`src/rtl/adc_seq_pkg.sv`:
```
package adc_seq_pkg;
  typedef enum logic [1:0] {
    PH_IDLE    = 2'd0,
    PH_ACQ_INT = 2'd1,
    PH_ACQ_EXT = 2'd2,
    PH_CONV    = 2'd3
  } phase_t;

  typedef enum logic [1:0] {
    PWR_RUN  = 2'd0,
    PWR_STBY = 2'd1,
    PWR_FULL = 2'd2
  } pwr_t;

  // Control byte, MSB first; the packing order is the bus layout.
  typedef struct packed {
    logic [1:0] pd;
    logic       acq_ext;
    logic       rng;
    logic       bip;
    logic [2:0] ch;
  } ctrl_t;
endpackage

```
`src/rtl/adc_strobe_edges.sv`:
```
module adc_strobe_edges (
  input  logic clk,
  input  logic rst_n,
  input  logic cs_n,
  input  logic wr_n,
  input  logic rd_n,
  output logic wr_rise,
  output logic wr_fall,
  output logic rd_fall
);
  logic wr_q, rd_q;

  always_ff @(posedge clk or negedge rst_n) begin
    if (!rst_n) begin
      wr_q <= 1'b1;
      rd_q <= 1'b1;
    end else begin
      wr_q <= wr_n;
      rd_q <= rd_n;
    end
  end

  assign wr_rise = !cs_n && !wr_q &&  wr_n;
  assign wr_fall = !cs_n &&  wr_q && !wr_n;
  assign rd_fall = !cs_n &&  rd_q && !rd_n;
endmodule

```
`src/rtl/adc_phase_fsm.sv`:
```
module adc_phase_fsm
  import adc_seq_pkg::*;
#(
  parameter int ACQ_CYCLES = 6,
  parameter int RES_BITS   = 12
) (
  input  logic                        clk,
  input  logic                        rst_n,
  input  logic                        wr_rise,
  input  logic                        wr_fall,
  input  logic                        rd_fall,
  input  logic                        shdn_n,
  input  ctrl_t                       ctrl_in,
  output phase_t                      phase_q,
  output ctrl_t                       ctrl_q,
  output logic [$clog2(RES_BITS)-1:0] bit_idx,
  output logic                        sar_clear,
  output logic                        sar_step,
  output logic                        conv_last,
  output logic                        track,
  output logic                        int_n,
  output pwr_t                        pwr_q,
  output logic                        clk_int_q,
  output logic                        addr_err
);
  localparam int MAXC  = (ACQ_CYCLES > RES_BITS) ? ACQ_CYCLES : RES_BITS;
  localparam int CNT_W = $clog2(MAXC + 1);
  localparam int IDX_W = $clog2(RES_BITS);
  localparam logic [CNT_W-1:0] ACQ_LAST  = CNT_W'(ACQ_CYCLES - 1);
  localparam logic [CNT_W-1:0] CONV_LAST = CNT_W'(RES_BITS - 1);

  logic [CNT_W-1:0] cnt_q;
  logic [2:0]       ext_ch_q;
  logic [1:0]       pd_pend_q;
  logic             accept, wake;
  logic [CNT_W-1:0] idx_full;

  assign accept    = wr_rise && shdn_n;
  assign wake      = wr_fall && shdn_n;
  assign sar_clear = accept;
  assign sar_step  = (phase_q == PH_CONV) && !accept && shdn_n;
  assign conv_last = sar_step && (cnt_q == CONV_LAST);
  assign idx_full  = CONV_LAST - cnt_q;
  assign bit_idx   = idx_full[IDX_W-1:0];
  assign track     = (phase_q == PH_ACQ_INT) || (phase_q == PH_ACQ_EXT);

  always_ff @(posedge clk or negedge rst_n) begin
    if (!rst_n) begin
      phase_q   <= PH_IDLE;
      ctrl_q    <= '0;
      cnt_q     <= '0;
      ext_ch_q  <= '0;
      pd_pend_q <= 2'b00;
      int_n     <= 1'b1;
      pwr_q     <= PWR_RUN;
      clk_int_q <= 1'b0;
      addr_err  <= 1'b0;
    end else if (!shdn_n) begin
      // hardware shutdown: immediate, aborts any phase
      phase_q <= PH_IDLE;
      cnt_q   <= '0;
      pwr_q   <= PWR_FULL;
      if (rd_fall) int_n <= 1'b1;
    end else begin
      if (wake) pwr_q <= PWR_RUN;
      if (rd_fall) int_n <= 1'b1;
      if (accept) begin
        ctrl_q    <= ctrl_in;
        pd_pend_q <= ctrl_in.pd;
        int_n     <= 1'b1;
        cnt_q     <= '0;
        if (!ctrl_in.pd[1]) clk_int_q <= ctrl_in.pd[0];
        if (ctrl_in.acq_ext) begin
          phase_q  <= PH_ACQ_EXT;
          ext_ch_q <= ctrl_in.ch;
          addr_err <= 1'b0;
        end else if (phase_q == PH_ACQ_EXT) begin
          phase_q  <= PH_CONV;
          addr_err <= (ctrl_in.ch != ext_ch_q);
        end else begin
          phase_q  <= PH_ACQ_INT;
          addr_err <= 1'b0;
        end
      end else begin
        unique case (phase_q)
          PH_ACQ_INT: begin
            if (cnt_q == ACQ_LAST) begin
              phase_q <= PH_CONV;
              cnt_q   <= '0;
            end else begin
              cnt_q <= cnt_q + 1'b1;
            end
          end
          PH_CONV: begin
            if (cnt_q == CONV_LAST) begin
              phase_q <= PH_IDLE;
              cnt_q   <= '0;
              int_n   <= 1'b0;
              unique case (pd_pend_q)
                2'b10:   pwr_q <= PWR_STBY;
                2'b11:   pwr_q <= PWR_FULL;
                default: pwr_q <= PWR_RUN;
              endcase
            end else begin
              cnt_q <= cnt_q + 1'b1;
            end
          end
          default: ;
        endcase
      end
    end
  end
endmodule

```
`src/rtl/adc_sar_reg.sv`:
```
module adc_sar_reg #(
  parameter int RES_BITS = 12
) (
  input  logic                        clk,
  input  logic                        rst_n,
  input  logic                        clear,
  input  logic                        step,
  input  logic                        finish,
  input  logic                        bip,
  input  logic [$clog2(RES_BITS)-1:0] idx,
  input  logic                        cmp_bit,
  output logic [RES_BITS-1:0]         trial,
  output logic [RES_BITS-1:0]         result_q,
  output logic                        result_bip_q
);
  localparam logic [RES_BITS-1:0] ONE     = RES_BITS'(1);
  localparam logic [RES_BITS-1:0] MSB_BIT = ONE << (RES_BITS - 1);

  logic [RES_BITS-1:0] code_q;

  assign trial = code_q | (ONE << idx);

  always_ff @(posedge clk or negedge rst_n) begin
    if (!rst_n) begin
      code_q       <= '0;
      result_q     <= '0;
      result_bip_q <= 1'b0;
    end else begin
      if (clear)     code_q      <= '0;
      else if (step) code_q[idx] <= cmp_bit;
      if (finish) begin
        // finish only happens with idx == 0: cmp_bit is the LSB
        result_q     <= {code_q[RES_BITS-1:1], cmp_bit} ^ (bip ? MSB_BIT : '0);
        result_bip_q <= bip;
      end
    end
  end
endmodule

```
`src/rtl/adc_readout.sv`:
```
module adc_readout #(
  parameter int RES_BITS = 12
) (
  input  logic                cs_n,
  input  logic                rd_n,
  input  logic                hben,
  input  logic [RES_BITS-1:0] result,
  input  logic                result_bip,
  output logic [7:0]          dout,
  output logic                dout_oe
);
  localparam int HI_W  = RES_BITS - 8;
  localparam int EXT_W = 8 - HI_W;

  logic [7:0] hi_byte;

  assign hi_byte = {{EXT_W{result_bip & result[RES_BITS-1]}}, result[RES_BITS-1:8]};
  assign dout    = hben ? hi_byte : result[7:0];
  assign dout_oe = !cs_n && !rd_n;
endmodule

```
`src/rtl/adc_seq_core.sv`:
```
module adc_seq_core
  import adc_seq_pkg::*;
#(
  parameter int ACQ_CYCLES = 6,
  parameter int RES_BITS   = 12
) (
  input  logic                clk,
  input  logic                rst_n,
  input  logic                cs_n,
  input  logic                wr_n,
  input  logic                rd_n,
  input  logic                hben,
  input  logic [7:0]          din,
  input  logic                shdn_n,
  input  logic                cmp_bit,
  output logic [7:0]          dout,
  output logic                dout_oe,
  output logic                int_n,
  output logic                track,
  output logic [RES_BITS-1:0] sar_trial,
  output logic [2:0]          mux_sel,
  output logic                range_sel,
  output logic                bipolar,
  output logic                clk_internal,
  output logic [1:0]          pwr_state,
  output logic                addr_err
);
  localparam int IDX_W = $clog2(RES_BITS);

  logic                wr_rise, wr_fall, rd_fall;
  phase_t              phase_q;
  ctrl_t               ctrl_q;
  pwr_t                pwr_q;
  logic [IDX_W-1:0]    bit_idx;
  logic                sar_clear, sar_step, conv_last;
  logic [RES_BITS-1:0] result_q;
  logic                result_bip_q;

  adc_strobe_edges edges_i (
    .clk     (clk),
    .rst_n   (rst_n),
    .cs_n    (cs_n),
    .wr_n    (wr_n),
    .rd_n    (rd_n),
    .wr_rise (wr_rise),
    .wr_fall (wr_fall),
    .rd_fall (rd_fall)
  );

  adc_phase_fsm #(
    .ACQ_CYCLES (ACQ_CYCLES),
    .RES_BITS   (RES_BITS)
  ) fsm_i (
    .clk       (clk),
    .rst_n     (rst_n),
    .wr_rise   (wr_rise),
    .wr_fall   (wr_fall),
    .rd_fall   (rd_fall),
    .shdn_n    (shdn_n),
    .ctrl_in   (ctrl_t'(din)),
    .phase_q   (phase_q),
    .ctrl_q    (ctrl_q),
    .bit_idx   (bit_idx),
    .sar_clear (sar_clear),
    .sar_step  (sar_step),
    .conv_last (conv_last),
    .track     (track),
    .int_n     (int_n),
    .pwr_q     (pwr_q),
    .clk_int_q (clk_internal),
    .addr_err  (addr_err)
  );

  adc_sar_reg #(.RES_BITS(RES_BITS)) sar_i (
    .clk          (clk),
    .rst_n        (rst_n),
    .clear        (sar_clear),
    .step         (sar_step),
    .finish       (conv_last),
    .bip          (ctrl_q.bip),
    .idx          (bit_idx),
    .cmp_bit      (cmp_bit),
    .trial        (sar_trial),
    .result_q     (result_q),
    .result_bip_q (result_bip_q)
  );

  adc_readout #(.RES_BITS(RES_BITS)) rdo_i (
    .cs_n       (cs_n),
    .rd_n       (rd_n),
    .hben       (hben),
    .result     (result_q),
    .result_bip (result_bip_q),
    .dout       (dout),
    .dout_oe    (dout_oe)
  );

  assign mux_sel   = ctrl_q.ch;
  assign range_sel = ctrl_q.rng;
  assign bipolar   = ctrl_q.bip;
  assign pwr_state = pwr_q;
endmodule

```
`config.mk`:
```
export PLATFORM = sky130hd
export DESIGN_NAME = adc_seq_core
export DESIGN_NICKNAME = d
export VERILOG_FILES = /design/src/rtl/adc_seq_pkg.sv /design/src/rtl/adc_strobe_edges.sv /design/src/rtl/adc_phase_fsm.sv /design/src/rtl/adc_sar_reg.sv /design/src/rtl/adc_readout.sv /design/src/rtl/adc_seq_core.sv
export SDC_FILE = /design/constraint.sdc
export NUM_CORES = 1
export LEC_CHECK = 0
export BUFFER_PORTS_ARGS = -buffer_cell sky130_fd_sc_hd__clkbuf_2
export CAP_MARGIN = 20
export CORE_ASPECT_RATIO = 0.8
export CORE_UTILIZATION = 50
export DETAILED_ROUTE_END_ITERATION = 10
export MAX_ROUTING_LAYER = met4
export PLACE_DENSITY = 0.76
export RECOVER_POWER = 25
export SYNTH_ARGS = -nofsm -noshare
export SYNTH_HDL_FRONTEND = slang
export SYNTH_SLANG_ARGS = --single-unit
```
`constraint.sdc`:
```
create_clock -name clk -period 2.1 [get_ports clk]
set_clock_uncertainty 0.2 [all_clocks]
set_input_delay 0 -clock clk [delete_from_list [all_inputs] [get_ports clk]]
set_output_delay 0 -clock clk [all_outputs]
set_load 0.005 [all_outputs]
```
==> impl_metrics.toml <==
[drt]
via_per_inst = 5.62
drt-initial-drc-count = 229
dr.pass1.iters = 4
drc = 0
route.detailed.wl_per_inst_um = 16.3
vias = 2061
finalWirelength_um = 5970
antenna_left = 0

[logic_synthesis]
synthTopCellsByArea = "dfrtp_1 (44%), mux2_2 (6.6%), ha_1 (6.3%), mux2i_1 (4.7%), nand2_1 (4.4%)"
synth_top_cell_area_share = 0.439
synth_cell_types = 43
synthArstFlopShare = 1.00
synth.yosys.seq_area_share = 0.470
synth_edf_count = 0
ys_ff_latch = 48
syn_area_um2 = 2570
synth_most_common_cell = "dfrtp_1"
synth_area_per_cell_um2 = 10.6
ys_warn_count = 0
synth_nets = 270
syn_inst = 241
netlist_top_cells_count = "dfrtp_1 (45), nand2_1 (30), nor2_1 (18)"
ys.flop_type = "dfrtp_1"
yosys.area.top_type = "dfrtp_1"

[sta]
slew_headroom = 0.505
timing.final.crit_share = 0.924
finalMaxSlewViolations = 0
setup_tns_ns = 0
setup_viol = 0
tightest_slew_ns = 0.742
period_minus_slack_ns = 1.94
fmax_mhz = 515
rsz0062_at_grt = "false"
hold_viol = 0

[flow_run]
max_cap_violations = 0

[critical_path]
cp-end-kind = "output port"
crit_required_ns = 1.90
reg2reg_from = "fsm_i.phase_q[1]"
r2r_cells = 5
cp.arrival_ns = 1.74
worst-setup-path-type = "flip-flop to output port"
crit_path_start_kind = "flip-flop"
timing.rr.end = "fsm_i.cnt_q[3]"
rrSetupSlack_ns = 0.18
path_max_fanout = 7

[global_route]
track_usage = 0.259
antenna_found_initial = 0
grt_pass1_vias = 2065
grt_pass1_wl_um = 10100
grt_max_degree = 31
grt.overflow.total = 0

[die]
start_util = 0.539
die_x_um = 82.1
coreArea_um2 = 4760
die_area_um2 = 5420
die_h_um = 66.1
io-pin-count = 48
placementRows = 22

[run_status]
status = "complete, no violations"

[final_layout]
nNetsFinal = 335
layout.cells.non_filler = 367
area_delta_synth_final_pct = 22.3
final_layout_size_suffix_gt1_frac = 0.303
antenna_cells = 0

[placement]
port_buffers = 47
dpl.hpwl_um = 4300
gp_congestion = 0.945
dp.cells = 346

[clocking]
root_buffer = "clkbuf_8"
insertion_delay_ns = 0.29
cts_buffer_depth = 2
path_clk_slew_ns = 0.09
cts_tree = "done"
cts_setup_buffers = 0
numCtsBuffers = 5
htreeDepth = 2
clock_sinks = 48

[pwr]
ir_worst_vdd_mv = 0.377
p_leak_nw = 1.68
p_per_area_nw_per_um2 = 602

[worst_hold_path]
hold_start = "cs_n"
worstHoldPathType = "input port to flip-flop"
hold_depth = 4
hold_end = "fsm_i.pwr_q[1]"
-- per-stage QoR --
stage | hold slack [ns] | setup slack, ns | total power, mW | util | cell area, um^2
6_report | 0.0367 | 0.160 | 1.89 | 0.659 | 3140
5_1_grt | 0.0579 | 0.0131 | 1.98 | 0.659 | 3140
4_1_cts | 0.0308 | 0.0560 | 1.90 | 0.659 | 3140
3_5_place_dp | -0.102 | 0.195 | 1.23 | 0.609 | 2900
3_3_place_gp | -0.101 | 0.266 | 1.22 | 0.609 | 2900
2_1_floorplan | -0.496 | 0.0733 | 1.13 | - | 2570
-- layer usage --
layer	up-vias	track usage	part of all wire
met3	6	0.0386	0.043
li1	978	-	-
met2	72	0.403	0.45
met1	1005	0.358	0.49
met5	-	-	0
met4	0	0.0570	0.0087
-- flip-flops by register name, summed over array words and instances, names as in the netlist --
register / cells
fsm_i.cnt_q: 4
edges_i.wr_q: 1
sar_i.result_q: 12
fsm_i.pwr_q: 2
sar_i.code_q: 12
fsm_i.clk_int_q: 1
sar_i.result_bip_q: 1
fsm_i.int_n: 1
fsm_i.pd_pend_q: 2
fsm_i.phase_q: 2
fsm_i.ext_ch_q: 3
edges_i.rd_q: 1
fsm_i.addr_err: 1
fsm_i.ctrl_q: 5
-- cells in the final DEF, fill, tap and decap left out, drive strengths merged, types with 2 or more instances in the layout --
master       count
clkbuf          54
dfrtp           45
nand2           30
mux2            21
nor2            18
nand4           14
inv             13
dlygate4sd3     13
ha              13
mux2i           12
buf             12
a21o            11
o21ai            7
nand3            5
xor2             4
a31o             3
dfstp            3
a32oi            2
o311ai           2
a41oi            2
nand3b           2
a21oi            2
or3b             2
-- worst max-delay path: stages, from the launching register on --
cell      delay (ns)
dfrtp_2         0.41
inv_1           0.09
ha_2            0.42
inv_1           0.08
nor2_1          0.19
a21o_1          0.16
clkbuf_2        0.10
-- timing repair --
item                       in CTS  in global routing
resized for setup               0                  3
hold buffers                   13                  0
setup endpoints to repair       0                  3
hold endpoints to repair       58                  0
-- cells by family (layout without fill, tap and decap cells) --
family	count (synthesis)	after routing	synth area share
flip-flops	48	48	0.470
XOR/XNOR	4	4	0.0137
AO/OA/AOI/OAI	37	37	0.105
AND/OR/NAND/NOR	79	79	0.159
adder cells (fa/ha/maj)	13	13	0.0634
buffers and inverters	27	93	0.0502
multiplexers	33	33	0.139
-- how the worst max path moves through the flow --
stage                        start        endpoint  cells past startpoint
floorplan           fsm_i.cnt_q[2]  fsm_i.cnt_q[3]                      7
detailed placement  fsm_i.cnt_q[2]  fsm_i.cnt_q[3]                      5
CTS                 fsm_i.cnt_q[2]    sar_trial[1]                      6
finish              fsm_i.cnt_q[3]    sar_trial[1]                      6
global placement    fsm_i.cnt_q[2]  fsm_i.cnt_q[3]                      5
global route        fsm_i.cnt_q[3]    sar_trial[2]                      6
-- power breakdown --
group | switching [mW] | leakage [nW] | internal, mW | total [mW]
Combinational | 0.113 | 0.991 | 0.104 | 0.217
Clock | 0.304 | 0.0524 | 0.357 | 0.661
Sequential | 0.0369 | 0.635 | 0.975 | 1.01
Total | 0.454 | 1.68 | 1.44 | 1.89
-- final cells by class --
type | count | area [um^2]
clock buffers | 7 | 76.3
repair buffers | 72 | 450
flip-flops and latches | 48 | 1210
well taps | 60 | 75.1
multi-input cells | 166 | 1250
inverters | 13 | 48.8
clock inverters | 1 | 30.0
fillers | 389 | 1620
(Power assumes the default switching activity.)
